[src/rtl/sclk_pkg.sv]
package sclk_pkg;

   typedef enum logic [1:0] {
      PS_D0    = 2'd0,
      PS_D1    = 2'd1,
      PS_D2    = 2'd2,
      PS_D3HOT = 2'd3
   } pwr_state_e;

   typedef enum logic [1:0] {
      CAP_ARMED = 2'd0,
      CAP_SHIFT = 2'd1,
      CAP_DONE  = 2'd2
   } cap_state_e;

   function automatic logic is_deep_state(input pwr_state_e ps);
      return (ps == PS_D2) || (ps == PS_D3HOT);
   endfunction

endpackage

[src/rtl/sclk_mask_capture.sv]
module sclk_mask_capture
   import sclk_pkg::*;
#(
   parameter int N_OUT = 10
) (
   input  logic             clk,
   input  logic             rst_n,
   input  logic             sec_rst_n,
   input  logic             mask_sin,
   input  logic             sw_wr,
   input  logic [N_OUT-1:0] sw_wdata,
   output logic [N_OUT-1:0] mask,
   output logic             cap_active
);
   localparam int CW = $clog2(N_OUT + 1);
   localparam logic [CW-1:0] LAST = CW'(N_OUT - 1);

   cap_state_e    state;
   logic [CW-1:0] cnt;

   assign cap_active = (state == CAP_SHIFT) || (state == CAP_ARMED && !sec_rst_n);

   always_ff @(posedge clk or negedge rst_n) begin
      if (!rst_n) begin
         state <= CAP_ARMED;
         cnt   <= '0;
      end else begin
         case (state)
            CAP_ARMED: if (!sec_rst_n) begin
               state <= CAP_SHIFT;
               cnt   <= CW'(1);
            end
            CAP_SHIFT: if (cnt == LAST) begin
               state <= CAP_DONE;
               cnt   <= '0;
            end else begin
               cnt <= cnt + CW'(1);
            end
            default: state <= CAP_DONE;
         endcase
      end
   end

   always_ff @(posedge clk or negedge rst_n) begin
      if (!rst_n)          mask <= '0;
      else if (cap_active) mask <= {mask_sin, mask[N_OUT-1:1]};
      else if (sw_wr)      mask <= sw_wdata;
   end

   AST_SERIAL_TAKEN: assert property (@(posedge clk) disable iff (!rst_n)
      cap_active |=> mask[N_OUT-1] == $past(mask_sin));
   AST_ONCE_ONLY: assert property (@(posedge clk) disable iff (!rst_n)
      (state == CAP_DONE && !sw_wr) |=> $stable(mask));
   AST_SW_REPLACE: assert property (@(posedge clk) disable iff (!rst_n)
      (sw_wr && !cap_active) |=> mask == $past(sw_wdata));
   AST_NO_RECAPTURE: assert property (@(posedge clk) disable iff (!rst_n)
      (state == CAP_DONE) |=> (state == CAP_DONE));

endmodule

[src/rtl/sclk_pwr_override.sv]
module sclk_pwr_override
   import sclk_pkg::*;
(
   input  logic       pm_pin,
   input  logic [1:0] pwr_state,
   output logic       force_off
);
   pwr_state_e ps;

   always_comb begin
      ps        = pwr_state_e'(pwr_state);
      force_off = pm_pin && is_deep_state(ps);
   end
endmodule

[src/rtl/sclk_out_stage.sv]
module sclk_out_stage #(
   parameter int N_OUT   = 10,
   parameter bit OUT_REG = 1'b0
) (
   input  logic             clk,
   input  logic             rst_n,
   input  logic [N_OUT-1:0] mask,
   input  logic             force_off,
   output logic [N_OUT-1:0] out_en,
   output logic [N_OUT-1:0] out_lvl
);
   logic [N_OUT-1:0] en_nx;
   logic [N_OUT-1:0] lvl_nx;

   for (genvar i = 0; i < N_OUT; i++) begin : g_lane
      always_comb begin
         en_nx[i]  = !force_off && !mask[i];
         lvl_nx[i] = !force_off &&  mask[i];
      end
   end

   if (OUT_REG) begin : g_reg
      always_ff @(posedge clk or negedge rst_n) begin
         if (!rst_n) begin
            out_en  <= '1;
            out_lvl <= '0;
         end else begin
            out_en  <= en_nx;
            out_lvl <= lvl_nx;
         end
      end
      AST_FORCE_LOW: assert property (@(posedge clk) disable iff (!rst_n)
         force_off |=> (out_en == '0 && out_lvl == '0));
   end else begin : g_comb
      assign out_en  = en_nx;
      assign out_lvl = lvl_nx;
      AST_FORCE_LOW: assert property (@(posedge clk) disable iff (!rst_n)
         force_off |-> (out_en == '0 && out_lvl == '0));
      AST_PARK_FOLLOWS_MASK: assert property (@(posedge clk) disable iff (!rst_n)
         !force_off |-> (out_lvl == mask && out_en == ~mask));
   end

   AST_EN_LVL_EXCL: assert property (@(posedge clk) disable iff (!rst_n)
      (out_en & out_lvl) == '0);

endmodule

[src/rtl/sclk_mask_ctrl.sv]
module sclk_mask_ctrl #(
   parameter int N_OUT   = 10,
   parameter bit OUT_REG = 1'b0
) (
   input  logic             clk,
   input  logic             rst_n,
   input  logic             sec_rst_n,
   input  logic             mask_sin,
   input  logic             sw_wr,
   input  logic [N_OUT-1:0] sw_wdata,
   input  logic             pm_pin,
   input  logic [1:0]       pwr_state,
   input  logic             async_sel_n,
   output logic [N_OUT-1:0] out_en,
   output logic [N_OUT-1:0] out_lvl,
   output logic             src_async
);
   if (N_OUT < 2 || N_OUT > 32) begin : g_bad_width
      $error("sclk_mask_ctrl: N_OUT must be between 2 and 32");
   end

   logic [N_OUT-1:0] mask;
   logic             cap_active;
   logic             force_off;

   sclk_mask_capture #(.N_OUT(N_OUT)) u_cap (
      .clk        (clk),
      .rst_n      (rst_n),
      .sec_rst_n  (sec_rst_n),
      .mask_sin   (mask_sin),
      .sw_wr      (sw_wr),
      .sw_wdata   (sw_wdata),
      .mask       (mask),
      .cap_active (cap_active)
   );

   sclk_pwr_override u_pwr (
      .pm_pin    (pm_pin),
      .pwr_state (pwr_state),
      .force_off (force_off)
   );

   sclk_out_stage #(.N_OUT(N_OUT), .OUT_REG(OUT_REG)) u_out (
      .clk       (clk),
      .rst_n     (rst_n),
      .mask      (mask),
      .force_off (force_off),
      .out_en    (out_en),
      .out_lvl   (out_lvl)
   );

   assign src_async = !async_sel_n;

   AST_SW_IGNORED_IN_CAPTURE: assert property (@(posedge clk) disable iff (!rst_n)
      (cap_active && sw_wr) |=> mask[N_OUT-1] == $past(mask_sin));

endmodule

[config.mk]
export PLATFORM = sky130hd
export DESIGN_NAME = sclk_mask_ctrl
export DESIGN_NICKNAME = d
export VERILOG_FILES = /design/src/rtl/sclk_pkg.sv /design/src/rtl/sclk_mask_capture.sv /design/src/rtl/sclk_pwr_override.sv /design/src/rtl/sclk_out_stage.sv /design/src/rtl/sclk_mask_ctrl.sv
export SDC_FILE = /design/constraint.sdc
export NUM_CORES = 1
export LEC_CHECK = 0
export BUFFER_PORTS_ARGS = -buffer_cell sky130_fd_sc_hd__buf_4
export CORE_AREA = 2 2 49 51
export DETAILED_ROUTE_END_ITERATION = 7
export DIE_AREA = 0 0 51 53
export HOLD_SLACK_MARGIN = 0.06
export PLACE_DENSITY = 0.76
export SKIP_CTS_REPAIR_TIMING = 1
export SYNTH_ARGS = -nofsm -noshare
export SYNTH_HDL_FRONTEND = slang
export SYNTH_SLANG_ARGS = --single-unit
export TNS_END_PERCENT = 5
[constraint.sdc]
create_clock -name clk -period 1.65 [get_ports clk]
set_input_delay 0.33 -clock clk [delete_from_list [all_inputs] [get_ports clk]]
set_output_delay 0.33 -clock clk [all_outputs]
set_load 0.005 [all_outputs]
# [Yosys cells after proc, flatten, opt, wreduce, memory -nomap -nowiden]
# Cells that the tools add are included.
[totals] reg_bits=16 output_inout_bits=21 elab_cells=60
[classes] n_reduce_logical=42 n_mux=8 n_eq_ne=6 addsub=1
[ops] cell="1-bit logical AND" count=22
[ops] cell="10-bit 2-to-1 mux" count=2
[ops] cell="1-bit zero test" count=13
[ops] cell="4-bit 2-to-1 mux" count=2
[ops] cell="4-bit one-hot mux with 2 select lines" count=1
[ops] cell="4-bit by 1-bit adder with 4-bit output, second input constant" count=1
[ops] cell="2-bit == test, second input constant" count=2
[ops] cell="4-bit == test, second input constant" count=1
[ops] cell="2-bit 2-to-1 mux" count=2
[ops] cell="2-bit inequality test, second input constant" count=2
[ops] cell="2-bit one-hot mux with 2 select lines" count=1
[ops] cell="2-bit AND reduction" count=2
[ops] cell="2-bit nonzero test" count=2
[ops] cell="2-bit by 1-bit == test with 1-bit output, second input constant" count=1
[ops] cell="2-bit zero test" count=1
[ops] cell="1-bit logical OR" count=2

# [Logic depth before layout (Yosys ltp)]
[depth] ltp_word=5 depth_mapped=5 mapped_depth_nobuf=5

# [Cells and area by module]
# From an unflattened synthesis, not the netlist that was laid out.
[hier_totals] cells_unflattened=85 area_unflattened_um2=999.7
[modules_own_cells] module="sclk_mask_capture" cells_each=61 instances=1 area_per_inst_um2=837.1 seq_area_each_um2=400.4
[modules_own_cells] module="sclk_out_stage" cells_each=22 instances=1 area_per_inst_um2=152.6 seq_area_each_um2=0.0
[modules_own_cells] module="sclk_pwr_override" cells_each=1 instances=1 area_per_inst_um2=6.3 seq_area_each_um2=0.0
[modules_own_cells] module="sclk_mask_ctrl" cells_each=1 instances=1 area_per_inst_um2=3.8 seq_area_each_um2=0.0

# [Worst setup path before layout]
# Ideal clock, no wire load.
[synth_path] kind="register -> register" start="register u_cap.state[0]" end="register u_cap.mask[0]" path_stages_with_launch=5 slack_ns=0.471 synth_period_minus_slack_ns=1.179 t_arrival_ns=1.054 path_buffers=1 required_time_ns=1.525 path_cell_list="dfrtp_1 inv_2 a21oi_4 buf_12 mux2_4"
[synth_between] elab_chain_cells=4
[synth_lines] item="start: declaration" line_no="sclk_mask_capture.sv:18" source="cap_state_e state;"
[synth_lines] item="start signal: assignment" line_no="sclk_mask_capture.sv:25" source="state <= CAP_ARMED;"
[synth_lines] item="start signal: assignment" line_no="sclk_mask_capture.sv:30" source="state <= CAP_SHIFT;"
[synth_lines] item="start signal: assignment" line_no="sclk_mask_capture.sv:34" source="state <= CAP_DONE;"
[synth_lines] item="2-bit zero test" line_no="sclk_mask_capture.sv:21" source="assign cap_active = (state == CAP_SHIFT) || (state == CAP_ARMED && !sec_rst_n);"
[synth_lines] item="1-bit logical AND" line_no="sclk_mask_capture.sv:21"
[synth_lines] item="1-bit logical OR *" line_no="sclk_mask_capture.sv:21"
[synth_lines] item="10-bit 2-to-1 mux / 2-bit nonzero test (equally long branches)"
[synth_lines] item="end signal: assignment" line_no="sclk_mask_capture.sv:46" source="else if (cap_active) mask <= {mask_sin, mask[N_OUT-1:1]};"
[synth_lines] item="end signal: assignment" line_no="sclk_mask_capture.sv:47" source="else if (sw_wr) mask <= sw_wdata;"
[synth_lines] item="end: declaration" line_no="sclk_mask_capture.sv:12" source="output logic [N_OUT-1:0] mask,"
# Mark *: on every way between the ends. The rest lies on a longest branch, timed or not.
# A chain may end at the register's enable or synchronous reset.

# [Final worst setup path]
[layout_path] start="register u_cap.state[0]" end="register u_cap.mask[7]"
# The elaborated chain is that of the path after synthesis.

==> flow_summary.ini <==
[job]
maxCapViolCount = 0

[timing]
rsz0062_at_grt = no
worstMarginPinSlew_ns = 0.377
relSlewSlack = 0.748
setup-violations-final = 0
finalClockSkew_ns = 0.00187
final.setup.tns_ns = 0
fin_crit_sh = 0.810
fin_ws_ns = 0.313
fmax_ghz = 0.748
finalMaxSlewViolations = 0
hold_viol_final = 0
min_period_ns = 1.34

[finish]
final_common_cell = buf_4
final_util = 0.619
area_growth_pct = 34.3
fin_cells = 153
final_cell_mix = 39 x buf_4, 17 x mux2_4, 16 x dfrtp_1, 12 x nor2_1, 11 x and2_1
antenna_cells = 0
drive_above_1_share = 0.536
fin_nets = 147

[grt]
grt_pass1_vias = 762
track_usage = 0.168
grt-ovfl-total = 0
antenna_found_initial = 0
grt_pass1_wl_um = 3310
grt_max_degree = 17

[placed_design]
dp_cells = 148
dpl.hpwl_um = 1500
dp_slack_ns = 0.318
port_buffers = 38
gp_congestion = 0.700

[synthesis]
ys_top_cells_by_area = dfrtp_1 40%, mux2_4 26%, and2_1 7.0%
yosysTopAreaCell = dfrtp_1
syn_area_um2 = 990
ys_seq_elements = 16
ys_types = 22
synth_fp_nets = 105
syn_area_per_cell_um2 = 11.8
synth-warning-count = 0
syn_inst = 84
synth_seq_area_share = 0.405
synth_top_cell_area_share = 0.405

[routing]
post_drt_wl_per_cell_um = 13.6
drt_iter0_markers = 5
viasPerCell = 4.93
num_vias = 755
ant_nets = 0
wl_um = 2080
dr.pass1.iters = 4
drc_errors = 0

[setup_path]
arrival_ns = 1.51
cp-start-kind = flop
crit_fanout = 13
setup.worst_path.end_class = flop
worstSetupPathType = flop to flop
cp_data_required_time_ns = 1.82

[clock_tree]
h-tree-depth = 1
cts_made_buffers = 3
clock_path_buffers = 2
clock_sinks = 16
clkTransAtPathRegs_ns = 0.10
insertion_delay_ns = 0.28
cts_tree = done
root_buffer = clkbuf_4

[floorplan]
rows = 17
dieArea_um2 = 2700
die_h_um = 53
num_io_pins = 40
initial_core_util = 0.461
die_w_um = 51
coreArea_um2 = 2150

[pwr]
internal_power_mw = 0.718
p_per_area_nw_per_um2 = 710
pwr-share-clk = 0.275
power.total_mw = 0.944
power_switching_share = 0.240
peakVddDrop_v = 0.000476
p_switching_mw = 0.226
power_frac_seq = 0.466
p_leak_nw = 0.652
combinationalPowerShare = 0.259

[run_status]
outcome = finished, final reports clean

[hold_path]
hp-class = input port to flop
-- path summary, 6_finish.rpt --
path	start	to	slack [ns]	cells after the start
worst min register to register	u_cap.mask[4]	u_cap.mask[3]	0.56	1
max in group asynchronous	rst_n	u_cap.mask[3]	1.04	2
worst max register to register	u_cap.state[0]	u_cap.mask[7]	0.31	4
min in group asynchronous	rst_n	u_cap.state[0]	0.43	2
worst max-delay path	u_cap.state[0]	u_cap.mask[7]	0.31	4
worst min-delay path	sec_rst_n	u_cap.state[0]	0.24	2
-- layout make-up --
class | instances | area [um2]
Clock buffer | 4 | 36.3
Multi-Input combinational cell | 60 | 536
Inverter | 5 | 18.8
Tap cell | 28 | 35.0
Timing Repair Buffer | 40 | 303
Sequential cell | 16 | 400
Fill cell | 179 | 820
-- routing by layer --
metal  GRT usage  share of wire
met1       0.189           0.41
met2       0.316           0.53
met3      0.0254          0.045
met4      0.0676         0.0091
met5           0              0
-- power groups by stage --
stage	Clock [mW]	Combinational, mW	Sequential, mW
6_report	0.260	0.245	0.439
5_1_grt	0.279	0.268	0.445
4_1_cts	0.269	0.247	0.440
3_5_place_dp	0	0.245	0.448
3_3_place_gp	0	0.241	0.447
2_1_floorplan	0	0.122	0.441
-- worst max-delay path, stage by stage, from the launching register on --
cell and delay, ns:
dfrtp_1 0.44, inv_2 0.06, a21oi_4 0.11, buf_4 0.24, mux2_2 0.37
-- metrics by stage --
step,hold WS (ns),cell area [um2]
3_3_place_gp,0.199,1280
6_report,0.245,1330
3_5_place_dp,0.202,1280
5_1_grt,0.249,1330
4_1_cts,-0.117,1320
2_1_floorplan,0.0344,990
-- kinds of logic after synthesis --
family,count (synthesis),synth area share
adder cells (fa/ha/maj),2,0.0253
buffers and inverters,8,0.0543
AO/OA/AOI/OAI,8,0.0683
AND/OR/NAND/NOR,29,0.147
multiplexers,20,0.292
flip-flops,16,0.405
XOR/XNOR,1,0.00885
-- sequential cells by signal (all words and copies together) (netlist names) --
| register | flops |
|---|---|
| u_cap.mask | 10 |
| u_cap.cnt | 4 |
| u_cap.state | 2 |
-- Yosys cell counts (all sizes together) --
cell	instances
and2	11
inv	5
o21a	1
nand4	1
a21oi	1
o31ai	1
nor2	12
mux2	20
buf	2
ha	2
o22ai	3
clkbuf	1
o21ai	1
and2b	1
xnor2	1
o221ai	1
dfrtp	16
nand3	1
nand2	3
Power figures use the tool's default switching activity.
